==> src/rtl/lpc_pkg.sv <==
package lpc_pkg;
  localparam int N_KIND = 4;

  typedef enum logic [1:0] {ST_ACTIVE = 2'd0, ST_LOWPWR = 2'd1, ST_EXITING = 2'd2} lpState_e;
  typedef enum logic [1:0] {K_CS = 2'd0, K_SR = 2'd1, K_PD = 2'd2, K_DPD = 2'd3} lpKind_e;

  localparam logic [2:0] MODE_CS = 3'd1;
  localparam logic [2:0] MODE_SR = 3'd2;
  localparam logic [2:0] MODE_PD = 3'd4;

  typedef struct packed {
    logic cntClear;
    logic cntRun;
  } cntStrobe_t;
endpackage

==> src/rtl/lpc_datapath.sv <==
module lpc_datapath
  import lpc_pkg::*;
#(
  parameter int CODE_W = 4
) (
  input  logic              clk,
  input  logic              rstN,
  input  logic [CODE_W-1:0] cfgPdCode,
  input  logic [CODE_W-1:0] cfgSrCode,
  input  logic [CODE_W-1:0] cfgCsCode,
  input  logic [2:0]        cfgMode,
  input  logic              cfgDeepEn,
  input  logic              accessIssued,
  input  logic              accessIsRead,
  input  cntStrobe_t        strobe,
  output logic              thrHit
);
  localparam int CNT_W = (1 << CODE_W) + 3;

  logic [CODE_W-1:0] pdCodeQ, srCodeQ, csCodeQ, selCode;
  logic [CNT_W-1:0]  idleCnt, thr;

  function automatic logic [CNT_W-1:0] codeToThr(input logic [CODE_W-1:0] code);
    logic [CNT_W-1:0] one;
    one = CNT_W'(1);
    return (code == '0) ? '0 : (one << (int'(code) + 3));
  endfunction

  // codes go live only on a read access
  always_ff @(posedge clk or negedge rstN) begin
    if (!rstN) begin
      pdCodeQ <= '0;
      srCodeQ <= '0;
      csCodeQ <= '0;
    end else if (accessIssued && accessIsRead) begin
      pdCodeQ <= cfgPdCode;
      srCodeQ <= cfgSrCode;
      csCodeQ <= cfgCsCode;
    end
  end

  always_comb begin
    selCode = '0;
    if (!cfgDeepEn) begin
      case (cfgMode)
        MODE_CS: selCode = csCodeQ;
        MODE_SR: selCode = srCodeQ;
        MODE_PD: selCode = pdCodeQ;
        default: selCode = '0;
      endcase
    end
  end

  assign thr    = codeToThr(selCode);
  assign thrHit = (idleCnt >= thr);

  always_ff @(posedge clk or negedge rstN) begin
    if (!rstN) begin
      idleCnt <= '0;
    end else if (strobe.cntClear) begin
      idleCnt <= '0;
    end else if (strobe.cntRun && (idleCnt < thr)) begin
      idleCnt <= idleCnt + CNT_W'(1);
    end
  end
endmodule

==> src/rtl/lpc_control.sv <==
module lpc_control
  import lpc_pkg::*;
(
  input  logic              clk,
  input  logic              rstN,
  input  logic [2:0]        cfgMode,
  input  logic              cfgDeepEn,
  input  logic              ctlIdle,
  input  logic              reqPending,
  input  logic              accessIssued,
  input  logic              exitDone,
  input  logic              thrHit,
  output cntStrobe_t        strobe,
  output lpState_e          state,
  output lpKind_e           kind,
  output logic [N_KIND-1:0] enterReq
);
  logic     busy, modeOk, goLow;
  lpKind_e  nextKind;

  assign busy   = !ctlIdle || reqPending || accessIssued;
  assign modeOk = (cfgMode == MODE_CS) || (cfgMode == MODE_SR) || (cfgMode == MODE_PD);

  always_comb begin
    if (cfgDeepEn)                 nextKind = K_DPD;
    else if (cfgMode == MODE_CS)   nextKind = K_CS;
    else if (cfgMode == MODE_SR)   nextKind = K_SR;
    else                           nextKind = K_PD;
  end

  assign goLow = (state == ST_ACTIVE) && !busy && (cfgDeepEn || modeOk) && thrHit;

  assign strobe.cntClear = (state != ST_ACTIVE) || busy;
  assign strobe.cntRun   = !strobe.cntClear;

  always_ff @(posedge clk or negedge rstN) begin
    if (!rstN) begin
      state    <= ST_ACTIVE;
      kind     <= K_CS;
      enterReq <= '0;
    end else begin
      enterReq <= '0;
      case (state)
        ST_ACTIVE: if (goLow) begin
          state    <= ST_LOWPWR;
          kind     <= nextKind;
          enterReq <= N_KIND'(1) << nextKind;
        end
        ST_LOWPWR: if (reqPending || accessIssued) state <= ST_EXITING;
        ST_EXITING: if (exitDone) state <= ST_ACTIVE;
        default: state <= ST_ACTIVE;
      endcase
    end
  end
endmodule

==> src/rtl/lpc_top.sv <==
module lpc_top
  import lpc_pkg::*;
#(
  parameter int CODE_W = 4
) (
  input  logic              clk,
  input  logic              rstN,
  input  logic [CODE_W-1:0] cfgPdCode,
  input  logic [CODE_W-1:0] cfgSrCode,
  input  logic [CODE_W-1:0] cfgCsCode,
  input  logic [2:0]        cfgMode,
  input  logic              cfgDeepEn,
  input  logic              ctlIdle,
  input  logic              reqPending,
  input  logic              accessIssued,
  input  logic              accessIsRead,
  input  logic              exitDone,
  output logic [1:0]        lowPowerState,
  output logic [1:0]        lpKind,
  output logic [3:0]        enterReq,
  output logic              exitReq
);
  cntStrobe_t strobe;
  logic       thrHit;
  lpState_e   state;
  lpKind_e    kind;

  lpc_datapath #(.CODE_W(CODE_W)) uDp (
    .clk(clk), .rstN(rstN),
    .cfgPdCode(cfgPdCode), .cfgSrCode(cfgSrCode), .cfgCsCode(cfgCsCode),
    .cfgMode(cfgMode), .cfgDeepEn(cfgDeepEn),
    .accessIssued(accessIssued), .accessIsRead(accessIsRead),
    .strobe(strobe), .thrHit(thrHit)
  );

  lpc_control uCtl (
    .clk(clk), .rstN(rstN),
    .cfgMode(cfgMode), .cfgDeepEn(cfgDeepEn),
    .ctlIdle(ctlIdle), .reqPending(reqPending), .accessIssued(accessIssued),
    .exitDone(exitDone), .thrHit(thrHit),
    .strobe(strobe), .state(state), .kind(kind), .enterReq(enterReq)
  );

  assign lowPowerState = state;
  assign lpKind        = kind;
  assign exitReq       = (state == ST_EXITING);
endmodule

==> config.mk <==
export PLATFORM = sky130hd
export DESIGN_NAME = lpc_top
export DESIGN_NICKNAME = d
export VERILOG_FILES = /design/src/rtl/lpc_pkg.sv /design/src/rtl/lpc_datapath.sv /design/src/rtl/lpc_control.sv /design/src/rtl/lpc_top.sv
export SDC_FILE = /design/constraint.sdc
export NUM_CORES = 1
export LEC_CHECK = 0
export ABC_AREA = 1
export CAP_MARGIN = 25
export CORE_MARGIN = 10
export CORE_UTILIZATION = 28
export CTS_BUF_LIST = sky130_fd_sc_hd__clkbuf_4
export DETAILED_ROUTE_END_ITERATION = 10
export GPL_TIMING_DRIVEN = 0
export SETUP_SLACK_MARGIN = 0.1
export SLEW_MARGIN = 20
export SYNTH_ARGS = -nofsm -noshare
export SYNTH_HDL_FRONTEND = slang
export SYNTH_SLANG_ARGS = --single-unit
==> constraint.sdc <==
create_clock -name clk -period 4.46 [get_ports clk]
set_clock_uncertainty 0.05 [all_clocks]
set_input_delay 0.446 -clock clk [delete_from_list [all_inputs] [get_ports clk]]
set_output_delay 0.446 -clock clk [all_outputs]
set_load 0.05 [all_outputs]
==> results.yml, run 1 <==
timing:
  grt_setup_unrepaired: "false"
  hold_viol_final: 0
  slew_violations: 0
  tightest_slew_ps: 517
  period_share_pct: 73.2
  setup_viol: 0
  relSlewSlack_pct: 65.4
  setup_tns_ps: 0
  layout_setup_ws_ps: 1200
  fin_crit_ps: 3260
  max_freq_mhz: 306
finish:
  final_layout_size_suffix_gt1_share_pct: 8.00
  multi_input_area_um2: 1660
  seq_area_um2: 976
  fillers: 1087
  diodes: 0
  area_growth_pct: 20.2
  final_util_pct: 34.3
  finalNetCount: 467
floorplanning:
  die_h_um: 120
  core-area_um2: 9730
  ioPinCount: 32
  initial_utilization_pct: 28.5
  dieArea_um2: 14300
  std_cell_rows: 36
  die_w_um: 120
routing:
  routed_wl_um: 6840
  met3WireLength_um: 412
  met1Wirelength_um: 3260
  wl_per_cell_um: 12.3
  first_pass_iters: 4
  met2_length_um: 3110
  via_per_inst: 4.51
  ant_nets: 0
  drc: 0
  drtIter0Drc: 154
  highest_layer: "met4"
  via_count: 2514
clock_tree:
  cts.htree.levels: 2
  cts_setup_buffers: 0
  cts.repair.resized: 0
  numCtsBuffers: 5
  clk_latency_ps: 350
  root_buffer: "clkbuf_4"
  holdBufCountCts: 1
  path_clk_slew_ps: 140
  cts_buffer_depth: 2
  cts_tree: "yes"
  cts.sinks: 39
grt:
  grt_usage_pct: 9.76
  grt_pass1_wl_um: 11800
  grt_pass1_vias: 2541
  grt_max_degree: 29
  antenna_found_initial: 0
  grt-ovfl-total: 0
placed_design:
  gp_congestion: 0.894
  portBuffers: 31
  place_ws_ps: 819
  post-dp-hpwl_um: 5630
worst_setup_path:
  timing.rr.end: "uCtl.enterReq[3]"
  critPathArrivalTime_ps: 3440
  critPathLaunchType: "input port"
  reg2regPathDepth: 13
  end_kind: "flip-flop"
  critPathRequiredTime_ps: 4640
  worstReg2RegStart: "uDp.srCodeQ[3]"
  path_class: "in2reg"
  ff2ff_setup_slack_ps: 1820
  critical_path.max_fanout: 10
logic_synthesis:
  ys_ff_latch: 39
  muxShareOfSynthArea_pct: 4.87
  synth_top_family_by_area: "simple AND/OR/NAND/NOR gates"
  synth.most_common_cell: "nand2_1"
  postSynthAreaPerCell_um2: 7.26
  synth_adder_area_share_pct: 9.02
  synthTopCellsByArea: "dfrtp_1 35%, nand2_1 18%, ha_1 9.0%"
  yosys_warnings: 0
  synthXorXnorAreaFrac_pct: 4.73
  yosys.area.top_type_share_pct: 35.2
  synthCells: 382
  ys.flop_type: "dfrtp_1"
  ys_types: 29
  synth_edf_count: 0
  ys_async_sr_fraction_pct: 100
  synth_common_cells: "131 x nand2_1, 55 x nor2_1, 42 x nand3_1"
  synth_compound_area_share_pct: 2.89
  seq_area_frac_synth_pct: 35.2
  synth_area_leader_cell: "dfrtp_1"
  syn_area_um2: 2780
  yosys.area_share.simple_pct: 37.8
worst_hold_path:
  hold_path_class: "in2async"
power_and_ir_drop:
  leakagePower_uw: 0.00164
  power_uw: 708
  ir_worst_vdd_v: 0.000122
  power_density_nw_per_um2: 212
status:
  outcome: "finished, final reports clean"
run:
  drv_cap: 0
[sequential cells by signal, summed over array words and instances (netlist names)]
| register | cells |
|---|---|
| uCtl.kind | 2 |
| uDp.csCodeQ | 4 |
| uDp.idleCnt | 19 |
| uCtl.enterReq | 4 |
| uDp.srCodeQ | 4 |
| uDp.pdCodeQ | 4 |
| uCtl.state | 2 |
[logic make-up (layout without fill, tap and decap cells)]
group | count (synthesis) | in the layout
simple gates | 245 | 245
flops | 39 | 39
buf+inv | 34 | 75
fa+ha+maj | 20 | 20
compound gates | 15 | 15
xor+xnor | 15 | 15
mux | 12 | 12
other cells | 2 | 4
[per-layer routing]
layer | GRT usage [%] | vias up
met1 | 12.5 | 1138
met4 | 2.11 | 0
met2 | 16.0 | 63
li1 | - | 1309
met3 | 2.67 | 4
met5 | 0 | -
[worst max path at each step]
| stage | startpoint | to | depth (start not counted) |
|---|---|---|---|
| 2_1_floorplan | cfgMode[0] | uDp.idleCnt[2] | 16 |
| 3_5_place_dp | cfgMode[0] | uCtl.enterReq[3] | 15 |
| 6_report | cfgMode[0] | uCtl.enterReq[3] | 15 |
| 4_1_cts | cfgMode[0] | uCtl.enterReq[3] | 15 |
| 5_1_grt | cfgMode[0] | uDp.idleCnt[12] | 16 |
| 3_3_place_gp | cfgMode[2] | uCtl.enterReq[3] | 18 |
[per-stage QoR]
| step | area, µm² | std cells | hold WS (ps) |
|---|---|---|---|
| detailed placement | 3270 | 549 | 296 |
| floorplan | 2780 | 384 | 100 |
| global route | 3340 | 558 | 457 |
| CTS | 3340 | 558 | 435 |
| global placement | 3260 | 548 | 430 |
| finish | 3340 | 558 | 434 |
[where the power goes]
part	internal, µW	switching [µW]
clock	64.7	120
sequential	375	12.7
combinational	58.0	77.8
[area by class of cell]
type                       count  area share [%]
multi-input combinational    311            49.8
sequential                    39            29.2
timing repair buffer          33            10.0
tap                          133            4.99
inverter                      28            3.15
clock buffer                   6            1.35
buffer                         6            1.24
clock inverter                 2           0.225
[critical path, stage by stage]
cell	delay (ps)
clkdlybuf4s50_1	480
nor3_2	370
nand2_1	100
nand3_1	120
nand2_1	150
nor2_1	270
nand2_1	110
ha_1	320
a21oi_1	160
nand2_1	70
a21oi_1	270
nand3_4	210
nand2_4	160
buf_8	140
a21oi_1	70
[layout by cell type, fill, tap and decap left out, drive strengths merged]
cell type and n:
nand2 133, nor2 58, nand3 43, dfrtp 39, clkdlybuf4s50 30, inv 27, ha 20, xor2 12
mux2 12, a21oi 8, nand4 7, clkbuf 7, buf 7, o21ai 5, conb 4, clkinv 3
xnor2 3, nor3 3, a21o 1, nor3b 1, o31ai 1, dlygate4sd3 1
(Power assumes the default switching activity.)
==> run 2: changes to the inputs <==
==> constraint.sdc (replaced) <==
create_clock -name clk -period 2.8 [get_ports clk]
set_clock_uncertainty 0.05 [all_clocks]
set_input_delay 0.28 -clock clk [delete_from_list [all_inputs] [get_ports clk]]
set_output_delay 0.28 -clock clk [all_outputs]
set_load 0.05 [all_outputs]
==> run 2 against run 1 <==
First-iteration DRC count shrank 18%. Die area is the same. Core utilization rose by 1.5 points. Register-to-register slack worse by 1500 ps. Critical path depth is the same. Largest cell class unchanged.
==> results.yml, run 2 (synthesized netlist as in run 1, its figures left out) <==
routing:
  via_count: 2574
  drtIter0Drc: 127
  ant_nets: 0
  via_per_inst: 4.56
  drc: 0
  first_pass_iters: 4
  routed_wl_um: 7090
  wl_per_cell_um: 12.6
timing:
  period_share_pct: 90.0
  layout_setup_ws_ps: 280
  relSlewSlack_pct: 65.4
  max_freq_mhz: 397
  tightest_slew_ps: 517
  hold_viol_final: 0
  grt_setup_unrepaired: "false"
  setup_viol: 0
  slew_violations: 0
  fin_crit_ps: 2520
finish:
  largest_register: "uDp.idleCnt"
  finalNetCount: 473
  area_growth_pct: 25.6
  final_layout_size_suffix_gt1_share_pct: 14.8
  final_cell_mix: "126 x nand2_1, 50 x nor2_1, 39 x dfrtp_1"
  largest_register_ffs: 19
  layout_commonest_cell: "nand2_1"
  diodes: 0
  fin_area_um2: 3480
clock_tree:
  cts.htree.levels: 2
  numCtsBuffers: 5
  clk_latency_ps: 360
  root_buffer: "clkbuf_4"
  cts_tree: "yes"
  cts.sinks: 39
  path_clk_slew_ps: 140
  cts_buffer_depth: 2
worst_setup_path:
  end_kind: "flip-flop"
  max_stage_delay_ps: 500
  critPathRequiredTime_ps: 3020
  path_buf_inv: 4
  path_class: "in2reg"
  crit_family: "simple AND/OR/NAND/NOR gates"
  critPathArrivalTime_ps: 2740
  crit_path_cell_trace: "clkdlybuf4s50_1 -> clkinv_2 -> nand2_4 -> buf_4 -> nand4_1 -> ha_4 -> nand2_1 -> nor2_2 -> nand2_1 -> nor2_2 -> nand2_2 -> nand3_4 -> nand2_4 -> buf_8 -> a21oi_1"
  critical_path.max_fanout: 10
  worstReg2RegStart: "uDp.srCodeQ[3]"
  crit_slowest_cell: "clkdlybuf4s50_1"
  critPathLaunchType: "input port"
  startpoint: "cfgDeepEn"
power_and_ir_drop:
  p_sw_share_pct: 30.4
  ir_worst_vdd_v: 0.000195
  leakagePower_uw: 0.00171
  power_uw: 1150
  p_switching_uw: 350
  seqPwrFrac_pct: 53.7
  intPower_uw: 801
  pwr-share-clk_pct: 25.6
  power_density_nw_per_um2: 330
  p_comb_share_pct: 20.7
run:
  drv_cap: 0
grt:
  grt-ovfl-total: 0
  use_met3_pct: 2.67
  use_met1_pct: 12.6
  grt_pass1_wl_um: 12000
  grt_max_degree: 29
  grt_usage_pct: 9.95
  grt_pass1_vias: 2596
  busiest_layer: "met2"
  antenna_found_initial: 0
  grt_util_met2_pct: 16.6
floorplanning:
  dieArea_um2: 14300
  initial_utilization_pct: 28.5
  die_h_um: 120
  die_w_um: 120
  ioPinCount: 32
  std_cell_rows: 36
  core-area_um2: 9730
placed_design:
  post-dp-hpwl_um: 5630
  gp_congestion: 0.894
  dpl-instance-area_um2: 3270
  place_ws_ps: -675
  portBuffers: 31
status:
  outcome: "finished, final reports clean"
worst_hold_path:
  hold_path_class: "in2async"
[run 2: changes by cell type in the layout (fill, tap and decap cells not counted), sizes merged]
cell	delta
buf	+6
clkbuf	+3
clkdlybuf4s50	-3
[run 2: worst paths after layout]
check,endpoint,slack [ps],cells after the start
worst max-delay path,uCtl.enterReq[3],280,15
worst min-delay path,uDp.idleCnt[14],260,2
worst max register to register,uCtl.enterReq[3],340,15
worst min register to register,uCtl.kind[1],460,2
max in group asynchronous,uCtl.enterReq[0],1970,3
min in group clk,uCtl.enterReq[0],390,5
[run 2: area by class of cell]
class	count	area, µm²
Sequential cell	39	976
Buffer	6	41.3
Timing Repair Buffer	39	365
Multi-Input combinational cell	311	1780
Clock inverter	2	7.51
Tap cell	133	166
Clock buffer	6	45.0
Fill cell	1075	6240
Inverter	28	106
[run 2: per-layer routing]
layer | routed length, µm | up-vias
met3 | 368 | 6
li1 | - | 1320
met4 | 63 | 0
met2 | 3260 | 57
met5 | 0 | -
met1 | 3390 | 1191
[run 2: power by group through the flow]
stage | sequential, µW | combinational (µW) | clock [µW]
4_1_cts | 618 | 236 | 302
2_1_floorplan | 652 | 100 | 0
3_3_place_gp | 628 | 210 | 0
6_report | 618 | 239 | 294
3_5_place_dp | 628 | 217 | 0
5_1_grt | 623 | 262 | 323
[run 2: worst register-to-register path: cells and delay by family, from the launching register on]
kind                       cells  cell delay (ps)
adders and majority gates      1              320
AOI/OAI and AO/OA              1              130
and+or+nand+nor               11             1180
DFF                            1              410
buffers and inverters          2              300
[run 2: what timing repair did]
item                                    CTS  global route
endpoints found under the hold margin    11             0
pin swaps                                 4             7
hold buffers                              1             0
buffers inserted                          6             0
resized for setup                        24            14
endpoints found under the setup margin   26            26
[run 2: metrics by stage]
step | hold slack [ps] | cells | setup TNS, ps | util (%)
6_report | 263 | 564 | 0 | 35.8
5_1_grt | 291 | 564 | 0 | 35.8
4_1_cts | 269 | 564 | 0 | 35.5
3_5_place_dp | 130 | 549 | -15750 | 33.7
3_3_place_gp | 430 | 548 | -14230 | 33.5
2_1_floorplan | -65.6 | 384 | 0 | -
==> run 3: changes to the inputs <==
--- a/config.mk
+++ b/config.mk
@@ -12,6 +12,7 @@
 export CTS_BUF_LIST = sky130_fd_sc_hd__clkbuf_4
 export DETAILED_ROUTE_END_ITERATION = 10
 export GPL_TIMING_DRIVEN = 0
+export REMOVE_ABC_BUFFERS = 1
 export SETUP_SLACK_MARGIN = 0.1
 export SLEW_MARGIN = 20
 export SYNTH_ARGS = -nofsm -noshare
==> run 3 against run 2 <==
Largest cell class unchanged. Maximum frequency fell by 3.7%. Largest power group unchanged. Via count up 2.1%. Clock power barely moved. Critical path type unchanged. Hold slack improved by 57 ps. Clock-buffer cell count is the same.
==> results.yml, run 3 (synthesized netlist as in run 1, its figures left out) <==
worst_hold_path:
  hold_path_class: "in2reg"
finish:
  layout_commonest_cell: "nand2_1"
  area_growth_pct: 31.9
  fillers: 1012
  multi_input_area_um2: 1890
  finalNetCount: 476
  final_cell_mix: "119 x nand2_1, 50 x nor2_1, 39 x dfrtp_1"
  largest_register: "uDp.idleCnt"
  final_layout_size_suffix_gt1_share_pct: 18.2
  largest_register_ffs: 19
  diodes: 0
  seq_area_um2: 976
routing:
  drtIter0Drc: 106
  via_count: 2629
  routed_wl_um: 7170
  first_pass_iters: 4
  wl_per_cell_um: 12.6
  drc: 0
  via_per_inst: 4.64
  ant_nets: 0
grt:
  grt_pass1_vias: 2603
  grt_max_degree: 25
  grt-ovfl-total: 0
  grt_usage_pct: 10.1
  grt_pass1_wl_um: 12300
  antenna_found_initial: 0
timing:
  tightest_slew_ps: 789
  relSlewSlack_pct: 47.2
  max_freq_mhz: 382
  period_share_pct: 93.4
  setup_viol: 0
  fin_crit_ps: 2620
  hold_viol_final: 0
  grt_setup_unrepaired: "false"
  slew_violations: 0
  layout_setup_ws_ps: 184
power_and_ir_drop:
  ir_worst_vdd_v: 0.000185
  seqPwrFrac_pct: 52.9
  p_sw_share_pct: 30.4
  p_comb_share_pct: 22.2
  power_density_nw_per_um2: 319
  p_switching_uw: 355
  pwr-share-clk_pct: 24.9
  leakagePower_uw: 0.00176
  power_uw: 1170
  intPower_uw: 812
clock_tree:
  path_clk_slew_ps: 110
  cts.sinks: 39
  clk_latency_ps: 350
  cts_buffer_depth: 2
  root_buffer: "clkbuf_4"
  numCtsBuffers: 5
  cts_tree: "yes"
  cts.htree.levels: 2
run:
  drv_cap: 0
worst_setup_path:
  critPathLaunchType: "input port"
  critPathArrivalTime_ps: 2860
  critPathRequiredTime_ps: 3040
  end_kind: "flip-flop"
  path_class: "in2reg"
  critical_path.max_fanout: 6
placed_design:
  gp_congestion: 0.850
  post-dp-hpwl_um: 5370
  place_ws_ps: -804
  portBuffers: 31
floorplanning:
  die_h_um: 120
  ioPinCount: 32
  initial_utilization_pct: 28.5
  die_w_um: 120
  std_cell_rows: 36
  core-area_um2: 9730
  dieArea_um2: 14300
status:
  outcome: "finished, final reports clean"
run 3: worst paths after layout:
kind                                     start               end  slack [ps]  cells past startpoint
worst min-delay path                 cfgDeepEn  uCtl.enterReq[3]         320                      3
max in group asynchronous                 rstN   uDp.idleCnt[18]        1860                      3
worst max-delay path                cfgMode[1]    uDp.idleCnt[7]         180                     18
worst max register to register  uDp.srCodeQ[1]    uDp.idleCnt[7]         320                     17
min in group asynchronous                 rstN   uDp.idleCnt[10]         380                      2
worst min register to register    uCtl.kind[1]      uCtl.kind[1]         450                      2
run 3: metal layers:
metal | share of wire [%] | up-vias | track usage [%] | wire [µm]
met3 | 4.0 | 6 | 2.44 | 285
met2 | 50 | 49 | 17.2 | 3610
met5 | 0 | - | 0 | 0
met1 | 45 | 1243 | 12.6 | 3240
li1 | - | 1331 | - | -
met4 | 0.56 | 0 | 2.19 | 40
run 3: metrics by stage:
stage | std cells | hold WS, ps | util, % | cell area [µm²] | TNS [ps]
CTS | 560 | 399 | 35.8 | 3480 | 0
floorplan | 378 | -65.6 | - | 2740 | 0
global placement | 542 | 414 | 33.1 | 3220 | -16850
finish | 567 | 319 | 37.6 | 3660 | 0
global route | 567 | 320 | 37.6 | 3660 | 0
detailed placement | 543 | 224 | 33.3 | 3240 | -18490
run 3: cell type report:
type,instances,share of cell area (%)
clock inverter,2,0.205
multi-input combinational,313,51.5
tap,133,4.55
sequential,39,26.7
timing repair buffer,46,12.7
clock buffer,6,1.23
inverter,28,3.08
run 3: timing repair:
| item | in CTS | in global routing |
|---|---|---|
| hold buffers | 1 | 0 |
| gates cloned | 2 | 1 |
| resized for setup | 30 | 32 |
| endpoints found under the setup margin | 26 | 26 |
| buffers inserted | 6 | 6 |
| hold endpoints to repair | 18 | 0 |
| pin swaps | 8 | 18 |
run 3: power groups by stage:
| stage | registers (µW) | clock network, µW | logic (µW) |
|---|---|---|---|
| 3_5_place_dp | 626 | 0 | 216 |
| 3_3_place_gp | 626 | 0 | 208 |
| 6_report | 617 | 291 | 258 |
| 5_1_grt | 622 | 328 | 285 |
| 2_1_floorplan | 652 | 0 | 97.2 |
| 4_1_cts | 615 | 302 | 238 |
run 3: critical path, cell delays in order:
cell and delay (ps):
clkdlybuf4s15_1 240, inv_2 70, nor3_4 240, nand2_2 110
nand3_4 120, nand2_2 100, inv_2 100, nand4_1 180
ha_4 340, nand2_1 80, nor2_2 140, nand2_1 90
nor2_2 150, nand2_4 90, nand3_4 200, clkbuf_16 180
nand3_1 60, nand2_1 80
